--- config.mk ---
export PLATFORM = sky130hd
export DESIGN_NAME = thread_stall_unit
export DESIGN_NICKNAME = d
export VERILOG_FILES = /design/src/rtl/stall_pkg.sv /design/src/rtl/stall_bit_pick.sv /design/src/rtl/stall_delay_ctr.sv /design/src/rtl/thread_stall_unit.sv
export SDC_FILE = /design/constraint.sdc
export NUM_CORES = 1
export LEC_CHECK = 0
export BUFFER_PORTS_ARGS = -buffer_cell sky130_fd_sc_hd__buf_2
export CORE_MARGIN = 5
export CORE_UTILIZATION = 40
export DETAILED_ROUTE_END_ITERATION = 8
export GPL_ROUTABILITY_DRIVEN = 0
export GPL_TIMING_DRIVEN = 0
export PLACE_DENSITY_LB_ADDON = 0.05
export SYNTH_ARGS = -nofsm -noshare
export SYNTH_HDL_FRONTEND = slang
export SYNTH_HIERARCHICAL = 1
export SYNTH_SLANG_ARGS = --single-unit
export TNS_END_PERCENT = 100
--- constraint.sdc ---
create_clock -name clk -period 2.8 [get_ports clk]
set_clock_uncertainty 0.2 [all_clocks]
set_input_delay 0 -clock clk [delete_from_list [all_inputs] [get_ports clk]]
set_output_delay 0 -clock clk [all_outputs]
set_load 0.01 [all_outputs]
--- src/rtl/stall_pkg.sv ---
package stall_pkg;
    typedef enum logic [1:0] {
        CMD_NONE    = 2'b00,
        CMD_WAIT_LO = 2'b01,
        CMD_WAIT_HI = 2'b10,
        CMD_DELAY   = 2'b11
    } stall_cmd_e;
endpackage

--- src/rtl/stall_bit_pick.sv ---
module stall_bit_pick #(
    parameter int IO_W  = 16,
    parameter int GP_W  = 8,
    parameter int SEL_W = $clog2(IO_W)
) (
    input  logic             src_i,
    input  logic [SEL_W-1:0] idx_i,
    input  logic [IO_W-1:0]  io_i,
    input  logic [GP_W-1:0]  gp_i,
    output logic             bit_o
);
    localparam int GP_SEL_W = $clog2(GP_W);

    logic [GP_SEL_W-1:0] gp_idx;

    always_comb begin
        gp_idx = idx_i[GP_SEL_W-1:0];
        bit_o  = src_i ? gp_i[gp_idx] : io_i[idx_i];
    end
endmodule

--- src/rtl/stall_delay_ctr.sv ---
module stall_delay_ctr #(
    parameter int DLY_W = 8
) (
    input  logic             clk,
    input  logic             rst_n,
    input  logic             slot_hit_i,
    input  logic             slot_other_i,
    input  logic             cancel_i,
    input  logic [DLY_W-1:0] load_i,
    output logic             hold_o,
    output logic             busy_o
);
    typedef struct packed {
        logic             busy;
        logic [DLY_W-1:0] cnt;
    } dly_st_t;

    dly_st_t st_d, st_q;

    always_comb begin
        st_d   = st_q;
        hold_o = 1'b0;
        if (slot_hit_i) begin
            if (!st_q.busy) begin
                if (load_i != '0) begin
                    st_d.busy = 1'b1;
                    st_d.cnt  = load_i - 1'b1;
                    hold_o    = 1'b1;
                end
            end else if (st_q.cnt == '0) begin
                st_d.busy = 1'b0;
            end else begin
                st_d.cnt = st_q.cnt - 1'b1;
                hold_o   = 1'b1;
            end
        end else if (slot_other_i) begin
            st_d.busy = 1'b0;
        end
        if (cancel_i) begin
            st_d = '0;
        end
    end

    always_ff @(posedge clk or negedge rst_n) begin
        if (!rst_n) st_q <= '0;
        else        st_q <= st_d;
    end

    assign busy_o = st_q.busy;

    assert_cancel_clears_R8: assert property (@(posedge clk) disable iff (!rst_n)
        cancel_i |=> !st_q.busy);

    assert_count_steps_R6: assert property (@(posedge clk) disable iff (!rst_n)
        (slot_hit_i && st_q.busy && st_q.cnt != '0 && !cancel_i)
        |=> (st_q.busy && st_q.cnt == $past(st_q.cnt) - 1'b1));

    assert_idle_frozen_R7: assert property (@(posedge clk) disable iff (!rst_n)
        (!slot_hit_i && !slot_other_i && !cancel_i) |=> $stable(st_q));

    assert_other_drops_R9: assert property (@(posedge clk) disable iff (!rst_n)
        slot_other_i |=> !st_q.busy);
endmodule

--- src/rtl/thread_stall_unit.sv ---
module thread_stall_unit
    import stall_pkg::*;
#(
    parameter int NUM_THR = 8,
    parameter int IO_W    = 16,
    parameter int GP_W    = 8,
    parameter int DLY_W   = 8,
    parameter int TID_W   = $clog2(NUM_THR),
    parameter int SEL_W   = $clog2(IO_W)
) (
    input  logic               clk,
    input  logic               rst_n,
    input  logic               slot_valid,
    input  logic [TID_W-1:0]   slot_tid,
    input  logic [1:0]         cmd,
    input  logic               sel_src,
    input  logic [SEL_W-1:0]   sel_idx,
    input  logic [DLY_W-1:0]   dly_val,
    input  logic [IO_W-1:0]    io_in,
    input  logic [GP_W-1:0]    gp_in,
    input  logic [NUM_THR-1:0] cancel_i,
    output logic               hold
);
    stall_cmd_e         cmd_e;
    logic               pick_bit;
    logic [NUM_THR-1:0] dly_hold;
    logic [NUM_THR-1:0] dly_busy;

    assign cmd_e = stall_cmd_e'(cmd);

    stall_bit_pick #(.IO_W(IO_W), .GP_W(GP_W), .SEL_W(SEL_W)) u_pick (
        .src_i (sel_src),
        .idx_i (sel_idx),
        .io_i  (io_in),
        .gp_i  (gp_in),
        .bit_o (pick_bit)
    );

    for (genvar t = 0; t < NUM_THR; t++) begin : g_thr
        logic own;
        assign own = slot_valid && (slot_tid == TID_W'(t));

        stall_delay_ctr #(.DLY_W(DLY_W)) u_ctr (
            .clk          (clk),
            .rst_n        (rst_n),
            .slot_hit_i   (own && cmd_e == CMD_DELAY),
            .slot_other_i (own && cmd_e != CMD_DELAY),
            .cancel_i     (cancel_i[t]),
            .load_i       (dly_val),
            .hold_o       (dly_hold[t]),
            .busy_o       (dly_busy[t])
        );
    end

    always_comb begin
        hold = 1'b0;
        if (slot_valid) begin
            unique case (cmd_e)
                CMD_WAIT_LO: hold = pick_bit;
                CMD_WAIT_HI: hold = !pick_bit;
                CMD_DELAY:   hold = dly_hold[slot_tid];
                default:     hold = 1'b0;
            endcase
        end
    end

    assert_wait_lo_R2: assert property (@(posedge clk) disable iff (!rst_n)
        (slot_valid && cmd_e == CMD_WAIT_LO && !pick_bit) |-> !hold);

    assert_wait_hi_R3: assert property (@(posedge clk) disable iff (!rst_n)
        (slot_valid && cmd_e == CMD_WAIT_HI && pick_bit) |-> !hold);

    assert_zero_delay_R5: assert property (@(posedge clk) disable iff (!rst_n)
        (slot_valid && cmd_e == CMD_DELAY && dly_val == '0 && !dly_busy[slot_tid]) |-> !hold);

    assert_idle_no_hold_R10: assert property (@(posedge clk) disable iff (!rst_n)
        (!slot_valid || cmd_e == CMD_NONE) |-> !hold);
endmodule

==> run_results.csv, run 1 <==
group,metric,value,unit
clock_network,path_clk_slew,0.06,ns
setup_path,crit_slowest_cell,"or4_4",
power_and_ir_drop,leakage,3.40,nW
floorplanning,std_cell_rows,49,
setup_path,path_common_cell,"or4_4",
cells_and_area,register_area,1800,um^2
floorplanning,full_die_area,21300,um^2
cells_and_area,area_delta_synth_final,16.0,%
timing,total_negative_setup_slack,0,ns
route,ant_nets,0,
clock_network,clock_sinks,72,
grt,via_count_of_the_first_global_routing_pass,7132,
placement,hpwl,15.0,mm
setup_path,crit_path_launch_type,"flip-flop",
setup_path,critical_path_class,"reg -> out",
route,post-route-drc-count,0,
synthesis,synth_cells,877,
floorplanning,die_height,146,um
synthesis,syn_area_per_cell,8.41,um^2
power_and_ir_drop,power_per_cell_area,323,nW/um^2
placement,port_buffers,42,
synthesis,syn_nets,962,
synthesis,cell_accounting_for_the_most_synthesized_area,"dfrtp_1",
clock_network,clock_latency,0.35,ns
timing,worst_slew_margin_rel,36.0,%
synthesis,synth_seq_cells,72,
timing,fmax,358,MHz
route,wire_per_inst,18.0,um
timing,finalMaxSlewViolations,0,
cells_and_area,final_layout_size_suffix_gt1_share,20.5,%
synthesis,yosysSeqAreaShare,24.4,%
clock_network,cts_max_level,3,
setup_path,cp_slowest_stage_delay,0.53,ns
synthesis,netlist_top_cells_area,"dfrtp_1 (24%), ha_1 (5.4%), inv_1 (5.0%)",
timing,worst_hold_slack,0.0806,ns
worst_hold_path,min-delay-path-class,"in -> reg",
power_and_ir_drop,ir_worst_vdd,0.000281,V
clock_network,cts_buffers,9,
setup_path,end_kind,"primary output",
synthesis,synth_area,7380,um^2
placement,numPlacedInstances,1149,
grt,grt.overflow.total,0,
setup_path,crit_family,"simple AND/OR/NAND/NOR gates",
grt,total_track_usage,20.0,%
floorplanning,count_of_boundary_i_o_pins,54,
timing,finalCritPeriodShare,99.8,%
route,route.vias.total,7281,
route,route.final.wire_length,21.5,mm
cells_and_area,layout.cells.most_common,"inv_1",
route,drt-pass1-iter-count,5,
synthesis,yosysWarningCount,6,
synthesis,ys.flop_type,"dfrtp_1",
floorplanning,initial_core_util,40.8,%
timing,min_period,2.79,ns
synthesis,postSynth.asyncResetShare,100,%
cells_and_area,antennaDiodeCount,0,
route,drtIter0Drc,491,
setup_path,worstPathArrival,2.59,ns
cells_and_area,multiInputGateArea,4990,um^2
clock_network,clk_path_buf_depth,2,
cells_and_area,number_of_standard_cells_in_the_layout_taps_in_and_fillers_out,1197,
grt,antenna_found_initial,0,
timing,setup_viol,0,
timing,timing_hold_violations_final,0,
floorplanning,chipWidth,146,um
cells_and_area,mostFrequentLayoutCells,"inv_1 (95), dfrtp_1 (70), nand2_1 (47)",
setup_path,timing.critical_path.cells,"or4_4, or4_4, nand2_4, inv_2, mux2i_1, mux4_2, a31oi_4, buf_6",
synthesis,synth-edff-count,0,
setup_path,path_buf_inv,2,
timing,worst-slew-pin-transition,0.960,ns
flow_run,max-cap-violations,0,
clock_network,cts_tree,"yes",
setup_path,worst-endpoint-required,2.60,ns
clock_network,clock_tree.root_cell,"clkbuf_16",
grt,first_pass_grt_wire_length,35.9,mm
grt,grt_max_degree,41,
cells_and_area,filler_cell_count,1740,
synthesis,yosys.cell_types.count,65,
timing,grt_setup_unrepaired,"yes",
run_status,run_status,"finished clean",
setup_path,cp_max_fo,7,
synthesis,synth_top_area_share,24.4,%
floorplanning,placeable_core_area,18100,um^2
route,routed_via_density,6.08,
cells_and_area,final_nets,1048,
[repair_timing]
action	in CTS	in global routing
setup endpoints to repair	1	1
resized for setup	15	12
pin swaps	10	1
hold buffers	11	0
setup buffers	20	1
endpoints found under the hold margin	141	0
[power by group]
part           switching [mW]  internal [mW]
Sequential            0.00941           1.05
Clock                   0.496          0.738
Combinational           0.288          0.186
Total                   0.793           1.97
[per-layer routing]
metal / vias to the layer above / part of all wire [%] / track usage, %
met4: 0 / 1.8 / 7.26
met5: - / 0 / 0
li1: 3534 / - / -
met2: 177 / 48 / 33.2
met1: 3544 / 46 / 26.9
met3: 26 / 3.6 / 2.37
[through the flow]
step                      area, um^2  util, %  power (mW)  setup slack (ns)
after floorplan                 7380        -        1.33             0.405
after global placement          7870     43.5        1.51            -0.416
after detailed placement        7900     43.7        1.52            -0.372
after CTS                       8510     47.1        2.80           0.00473
after global routing            8560     47.3        2.89           -0.0584
final                           8560     47.3        2.77           0.00552
[final cells by class]
type / instances / share of cell area (%)
Timing Repair Buffer: 75 / 6.04
Clock buffer: 13 / 3.04
Sequential cell: 72 / 21.1
Clock inverter: 3 / 0.468
Inverter: 100 / 4.39
Tap cell: 229 / 3.35
Multi-Input combinational cell: 663 / 58.4
Buffer: 42 / 3.26
[final timing paths]
check                      slack [ns]  cells after the start                    from                      to
max in group asynchronous        1.52                      4                   rst_n  g_thr[3].u_ctr/st_q[5]
max reg2reg                      0.30                      5  g_thr[7].u_ctr/st_q[6]  g_thr[7].u_ctr/st_q[6]
min reg2reg                      0.36                      2  g_thr[1].u_ctr/st_q[1]  g_thr[1].u_ctr/st_q[1]
min in group asynchronous        0.40                      3                   rst_n  g_thr[1].u_ctr/st_q[4]
min                              0.08                      5             slot_tid[0]   g_thr[4].u_ctr/busy_o
max                             0.006                      8  g_thr[1].u_ctr/st_q[4]                    hold
[Yosys cell counts (all sizes together) (12+ instances only)]
library cell  count
inv             100
dfrtp            72
nand2            49
nor2             44
nor3             44
a21oi            36
o21ai            36
a31oi            33
ha               32
a21boi           26
or3              26
buf              24
nor3b            24
nor4             22
or4              20
nor2b            16
o311ai           16
o41ai            16
nand3            14
xnor2            14
a31o             12
clkbuf           12
o31a             12
or2              12
[logic make-up after synthesis]
logic type | synth area share (%)
AOI/OAI and AO/OA | 26.5
xor gates and xnor gates | 2.85
adders and majority gates | 5.43
buffers and inverters | 8.85
DFF | 24.4
muxes | 4.31
and+or+nand+nor | 27.6
[worst reg2reg max path, cell delays in order, from the launching register on]
cell and delay (ns):
dfrtp_1 0.39, or4_4 0.54, buf_4 0.16, nor4_1 0.73, o311ai_0 0.25, o41ai_1 0.12
[sequential cells by signal, summed over array words and instances, names as in the netlist]
| signal | cells |
|---|---|
| g_thr.u_ctr/busy_o | 8 |
| g_thr.u_ctr/st_q | 64 |
No activity file was read; power rests on OpenSTA's default activity.
==> run 2, diff against run 1 <==
--- a/config.mk
+++ b/config.mk
@@ -12,6 +12,7 @@
 export GPL_ROUTABILITY_DRIVEN = 0
 export GPL_TIMING_DRIVEN = 0
 export PLACE_DENSITY_LB_ADDON = 0.05
+export SLEW_MARGIN = 0
 export SYNTH_ARGS = -nofsm -noshare
 export SYNTH_HDL_FRONTEND = slang
 export SYNTH_HIERARCHICAL = 1
==> constraint.sdc (replaced) <==
create_clock -name clk -period 2.7 [get_ports clk]
set_clock_uncertainty 0.2 [all_clocks]
set_input_delay 0 -clock clk [delete_from_list [all_inputs] [get_ports clk]]
set_output_delay 0 -clock clk [all_outputs]
set_load 0.01 [all_outputs]
==> run_results.csv, run 2 (synthesis gave the netlist of run 1 again) <==
group,metric,value,unit
clock_network,clk_path_buf_depth,2,
setup_path,crit_path_launch_type,"flip-flop",
cells_and_area,number_of_standard_cells_in_the_layout_taps_in_and_fillers_out,1200,
setup_path,critical_path_class,"reg -> out",
cells_and_area,filler_cell_count,1741,
run_status,violations,"negative setup slack",
route,drtIter0Drc,527,
placement,port_buffers,42,
cells_and_area,mostFrequentLayoutCells,"inv_1 (95), dfrtp_1 (70), nand2_1 (47)",
grt,total_track_usage,20.1,%
clock_network,clock_latency,0.35,ns
timing,setup_slack,-0.0817,ns
route,drt-pass1-iter-count,5,
grt,via_count_of_the_first_global_routing_pass,7164,
setup_path,end_kind,"primary output",
setup_path,timing.critical_path.cells,"or4_4, or4_4, nand2_4, inv_2, mux2i_1, mux4_2, a31oi_4, buf_6",
grt,gr-usage-met2,33.4,%
cells_and_area,layout.cells.most_common,"inv_1",
power_and_ir_drop,netSwitchingPower,0.821,mW
placement,hpwl,15.0,mm
placement,numPlacedInstances,1149,
timing,worst_hold_slack,0.0713,ns
floorplanning,die_height,146,um
route,ant_nets,0,
grt,grt_max_degree,41,
setup_path,launch_instance_of_the_worst_register_to_register_path,"g_thr[7].u_ctr/st_q[6]",
cells_and_area,antennaDiodeCount,0,
cells_and_area,utilization,47.5,%
clock_network,cts_buffers,9,
power_and_ir_drop,seq_power_share,38.3,%
timing,timing_hold_violations_final,0,
timing,finalMaxSlewViolations,0,
cells_and_area,final_nets,1051,
grt,grt_use_met1,26.9,%
timing,fmax,359,MHz
timing,worst-slew-pin-transition,0.954,ns
setup_path,cp_max_fo,2,
power_and_ir_drop,post-layout-total-power,2.87,mW
power_and_ir_drop,switching_share,28.6,%
cells_and_area,register_area,1800,um^2
setup_path,cp_slowest_stage_delay,0.55,ns
power_and_ir_drop,p_clk_share,44.5,%
route,post-route-drc-count,0,
cells_and_area,top_register,"g_thr.u_ctr/st_q",
timing,worst_slew_margin_rel,36.4,%
clock_network,cts_tree,"yes",
power_and_ir_drop,power_per_cell_area,334,nW/um^2
floorplanning,initial_core_util,40.8,%
power_and_ir_drop,leakage,3.42,nW
worst_hold_path,hold_path_startpoint,"slot_tid[0]",
setup_path,crit_slowest_cell,"or4_4",
clock_network,clock_sinks,72,
route,route.vias.total,7271,
clock_network,cts_max_level,3,
floorplanning,placeable_core_area,18100,um^2
floorplanning,count_of_boundary_i_o_pins,54,
timing,finalCritPeriodShare,103,%
cells_and_area,final_layout_size_suffix_gt1_share,20.9,%
clock_network,clock_tree.root_cell,"clkbuf_16",
grt,antenna_found_initial,0,
floorplanning,full_die_area,21300,um^2
run_status,run_status,"finished, violations left",
clock_network,path_clk_slew,0.06,ns
timing,min_period,2.78,ns
timing,grt_setup_unrepaired,"yes",
setup_path,worstSetupStartpoint,"g_thr[7].u_ctr/st_q[6]",
setup_path,worst-endpoint-required,2.50,ns
worst_hold_path,min-delay-path-class,"in -> reg",
power_and_ir_drop,ir_worst_vdd,0.000291,V
grt,use_met3,2.37,%
floorplanning,std_cell_rows,49,
route,wire_per_inst,18.0,um
timing,setup_viol,1,
setup_path,path_common_cell,"or4_4",
setup_path,worstPathArrival,2.58,ns
floorplanning,chipWidth,146,um
grt,first_pass_grt_wire_length,36.0,mm
power_and_ir_drop,power_report.internal_total,2.05,mW
cells_and_area,final_design_area_no_fill,8590,um^2
route,routed_via_density,6.06,
flow_run,max-cap-violations,0,
cells_and_area,multiInputGateArea,5000,um^2
route,route.final.wire_length,21.6,mm
cells_and_area,area_delta_synth_final,16.4,%
power_and_ir_drop,p_comb_share,17.2,%
cells_and_area,flip_flop_count_of_the_largest_register_all_copies_and_words_added,64,
placement,postPlaceCellArea,7900,um^2
grt,grt.overflow.total,0,
grt,grt_busiest_layer,"met2",
## run 2: changes by cell type in the layout (fill, tap and decap cells not counted), sizes merged
cell  previous run  this run
buf             89        92
## run 2: power by group through the flow
| stage | combinational, mW | sequential [mW] | clock (mW) |
|---|---|---|---|
| 2_1_floorplan | 0.267 | 1.12 | 0 |
| 3_3_place_gp | 0.450 | 1.12 | 0 |
| 3_5_place_dp | 0.461 | 1.12 | 0 |
| 4_1_cts | 0.494 | 1.10 | 1.31 |
| 5_1_grt | 0.547 | 1.10 | 1.35 |
| 6_report | 0.494 | 1.10 | 1.28 |
## run 2: cell type report
| type | instances | share of cell area (%) |
|---|---|---|
| multi-input combinational | 663 | 58.2 |
| tap | 229 | 3.34 |
| inverter | 100 | 4.37 |
| clock buffer | 13 | 3.03 |
| buffer | 42 | 3.25 |
| sequential | 72 | 21.0 |
| clock inverter | 3 | 0.466 |
| timing repair buffer | 78 | 6.28 |
## run 2: routing by layer
metal  share of wire [%]  wire (um)
met2                  48      10500
met4                 2.1        447
met1                  46       9980
met5                   0          0
met3                 3.3        715
## run 2: final timing paths
kind / slack, ns / to / cells past startpoint
max: -0.08 / hold / 8
max in group asynchronous: 1.42 / g_thr[3].u_ctr/st_q[5] / 4
max reg2reg: 0.17 / g_thr[7].u_ctr/st_q[6] / 5
min: 0.07 / g_thr[4].u_ctr/busy_o / 5
min reg2reg: 0.36 / g_thr[1].u_ctr/st_q[1] / 2
min in group asynchronous: 0.40 / g_thr[1].u_ctr/st_q[4] / 3
## run 2: metrics by stage
stage	setup WS (ns)	setup TNS (ns)
floorplan	0.305	0
global route	-0.124	-0.124
CTS	-0.0666	-0.0666
detailed placement	-0.472	-0.472
global placement	-0.516	-0.516
finish	-0.0817	-0.0817
## run 2: critical path, delay by kind of cell (launching register included)
family | cells | cell delay [ns]
multiplexers | 2 | 0.48
flip-flops | 1 | 0.39
buffers and inverters | 2 | 0.18
AO/OA/AOI/OAI | 1 | 0.09
AND/OR/NAND/NOR | 3 | 1.10
## run 2: repair_timing
item | CTS | global route
setup endpoints to repair | 1 | 1
hold buffers | 11 | 0
hold endpoints to repair | 141 | 0
pin swaps | 13 | 2
gates resized for setup | 19 | 10
cloned | 0 | 0
buffers inserted | 24 | 0
==> run 3, diff against run 2 <==
--- a/config.mk
+++ b/config.mk
@@ -5,6 +5,7 @@
 export SDC_FILE = /design/constraint.sdc
 export NUM_CORES = 1
 export LEC_CHECK = 0
+export ABC_AREA = 1
 export BUFFER_PORTS_ARGS = -buffer_cell sky130_fd_sc_hd__buf_2
 export CORE_MARGIN = 5
 export CORE_UTILIZATION = 40
==> run_results.csv, run 3 <==
group,metric,value,unit
run_status,run_status,"finished clean",
power_and_ir_drop,post-layout-total-power,2.87,mW
clock_network,cts_buffers,9,
grt,grt.overflow.total,0,
grt,antenna_found_initial,0,
synthesis,syn_area_per_cell,6.54,um^2
timing,worst-slew-pin-transition,0.846,ns
synthesis,synth-edff-count,0,
timing,finalCritPeriodShare,87.3,%
timing,worst_slew_margin_rel,43.6,%
timing,finalMaxSlewViolations,0,
grt,grt_use_met1,27.4,%
worst_hold_path,min-delay-path-class,"in -> reg",
setup_path,crit_path_launch_type,"flip-flop",
timing,fmax,424,MHz
clock_network,cts_max_level,3,
route,post-route-drc-count,0,
cells_and_area,filler_cell_count,2053,
setup_path,internal_reg_to_reg_setup_slack,1.03,ns
synthesis,synth_cells,1223,
floorplanning,full_die_area,22900,um^2
grt,via_count_of_the_first_global_routing_pass,7142,
setup_path,worstSetupPathDepth,18,
cells_and_area,register_area,1800,um^2
synthesis,synth_seq_cells,72,
grt,grt_busiest_layer,"met2",
floorplanning,std_cell_rows,51,
synthesis,yosysWarningCount,6,
grt,use_met3,2.45,%
setup_path,launch_instance_of_the_worst_register_to_register_path,"g_thr[5].u_ctr/st_q[1]",
cells_and_area,antennaDiodeCount,0,
power_and_ir_drop,ir_worst_vdd,0.000303,V
worst_hold_path,hold-path-cell-count,6,
floorplanning,initial_core_util,40.8,%
setup_path,worstPathArrival,2.16,ns
synthesis,postSynth.asyncResetShare,100,%
setup_path,timing.critical_path.cells,"inv_1, ha_1, nand2_1, inv_1, nand2_1, nor2_2, nor2_4, nand2_4, inv_1, nand2_1, nand2_1, nand2_1, nand2_1, nand2_1, nand3_1, nand2_1, inv_1, buf_2",
grt,first_pass_grt_wire_length,35.2,mm
clock_network,cts_tree,"yes",
grt,gr-usage-met2,30.1,%
route,drtIter0Drc,365,
timing,setup_viol,0,
cells_and_area,top_register,"g_thr.u_ctr/st_q",
synthesis,yosysSeqAreaShare,22.5,%
route,drt-pass1-iter-count,5,
synthesis,yosys.cell_types.count,37,
timing,timing_hold_violations_final,0,
floorplanning,die_height,151,um
route,ant_nets,0,
setup_path,cp_slowest_stage_delay,0.38,ns
cells_and_area,flip_flop_count_of_the_largest_register_all_copies_and_words_added,64,
cells_and_area,area_delta_synth_final,12.6,%
route,route.final.wire_length,20.9,mm
power_and_ir_drop,power_per_cell_area,319,nW/um^2
placement,hpwl,15.3,mm
route,wire_per_inst,13.4,um
power_and_ir_drop,leakage,4.69,nW
setup_path,reg2reg_depth,11,
cells_and_area,mostFrequentLayoutCells,"nand2_1 (300), nor2_1 (176), inv_1 (157)",
setup_path,critical_path.reg2reg.endpoint,"g_thr[5].u_ctr/st_q[5]",
setup_path,crit_family,"simple AND/OR/NAND/NOR gates",
setup_path,crit_slowest_cell,"dfrtp_1",
cells_and_area,final_nets,1382,
clock_network,clock_tree.root_cell,"clkbuf_16",
floorplanning,placeable_core_area,19600,um^2
cells_and_area,final_layout_size_suffix_gt1_share,18.7,%
synthesis,synth_area,8000,um^2
timing,total_negative_setup_slack,0,ns
timing,grt_setup_unrepaired,"no",
synthesis,syn_nets,1308,
setup_path,worst-endpoint-required,2.50,ns
clock_network,postCtsResizedCells,0,
route,route.vias.total,7669,
worst_hold_path,hold_path_startpoint,"slot_tid[0]",
clock_network,cts_post_setup_buffers_inserted,0,
synthesis,synth_top_area_share,22.5,%
timing,min_period,2.36,ns
synthesis,cell_accounting_for_the_most_synthesized_area,"dfrtp_1",
flow_run,max-cap-violations,0,
setup_path,path_common_cell,"nand2_1",
grt,grt_max_degree,39,
synthesis,ys.flop_type,"dfrtp_1",
cells_and_area,multiInputGateArea,5290,um^2
cells_and_area,layout.cells.most_common,"nand2_1",
synthesis,synthMostInstantiatedCell,"nand2_1",
setup_path,end_kind,"primary output",
route,routed_via_density,4.89,
grt,total_track_usage,19.1,%
worst_hold_path,holdPathEnd,"g_thr[7].u_ctr/busy_o",
synthesis,synth.cells.most_frequent,"nand2_1 (300), nor2_1 (176), inv_1 (157), nand3_1 (143), dfrtp_1 (72)",
floorplanning,count_of_boundary_i_o_pins,54,
clock_network,path_clk_slew,0.06,ns
setup_path,path_buf_inv,5,
clock_network,cts.hold.buffers_added,11,
setup_path,cp_max_fo,10,
placement,port_buffers,51,
clock_network,clock_sinks,72,
setup_path,critical_path_class,"reg -> out",
clock_network,clk_path_buf_depth,2,
floorplanning,chipWidth,151,um
synthesis,netlist_top_cells_area,"dfrtp_1 (23%), nand2_1 (14%), nand3_1 (8.9%)",
clock_network,clock_latency,0.35,ns
run 3: cell types whose count changed after synthesis, sizes merged, moves of 22 or more:
cell / before / now
a31oi: 33 / 2
inv: 100 / 180
nand2: 49 / 341
nand3: 14 / 169
nand4: 5 / 28
nor2: 44 / 216
nor3: 44 / 12
nor3b: 24 / 0
nor4: 22 / 0
o21ai: 36 / 89
or3: 26 / 0
run 3: cells by family (layout without fill, tap and decap cells):
family / Yosys count / count (layout) / share of synthesized area, %
and+or+nand+nor: 775 / 775 / 50.2
buffers and inverters: 206 / 285 / 11.4
AOI/OAI and AO/OA: 122 / 122 / 9.04
DFF: 72 / 72 / 22.5
adders and majority gates: 32 / 32 / 5.01
xor gates and xnor gates: 10 / 10 / 1.10
muxes: 6 / 6 / 0.751
run 3: tightest hold or removal path, stage by stage:
cell,delay (ns)
buf_6,0.11
nand2_1,0.05
inv_1,0.06
nand2_1,0.07
nor2_1,0.13
o41ai_1,0.08
run 3: final cells by class:
class | instances | area share (%)
clock inverter | 4 | 0.500
sequential | 72 | 20.0
tap | 265 | 3.68
multi-input combinational | 945 | 58.7
clock buffer | 12 | 2.63
timing repair buffer | 63 | 4.39
inverter | 194 | 9.06
buffer | 12 | 1.06
run 3: through the flow:
stage,utilization [%],std cells,area (um^2),setup slack [ns],hold WS (ns)
6_report,46.0,1567,9010,0.343,0.00259
5_1_grt,46.0,1567,9010,0.0921,0.0841
4_1_cts,46.0,1567,9010,0.285,0.00660
3_5_place_dp,44.0,1540,8620,0.470,-0.177
3_3_place_gp,43.8,1539,8590,0.493,0.0541
2_1_floorplan,-,1223,8000,1.05,-0.496
run 3: worst max path at each step:
stage / startpoint / to / slack (ns)
global placement: dly_val[0] / hold / 0.49
CTS: g_thr[1].u_ctr/st_q[0] / hold / 0.28
detailed placement: dly_val[0] / hold / 0.47
global route: g_thr[1].u_ctr/st_q[0] / hold / 0.09
floorplan: g_thr[7].u_ctr/st_q[0] / hold / 1.05
finish: g_thr[1].u_ctr/st_q[0] / hold / 0.34
run 3: power by group:
| part | internal (mW) | switching, mW |
|---|---|---|
| sequential | 1.09 | 0.00895 |
| combinational | 0.187 | 0.380 |
| clock | 0.713 | 0.493 |
run 3: per-layer routing:
layer	vias to the layer above	share of wire (%)
met4	0	1.2
li1	4072	-
met3	13	3.0
met5	-	0
met2	116	45
met1	3468	51
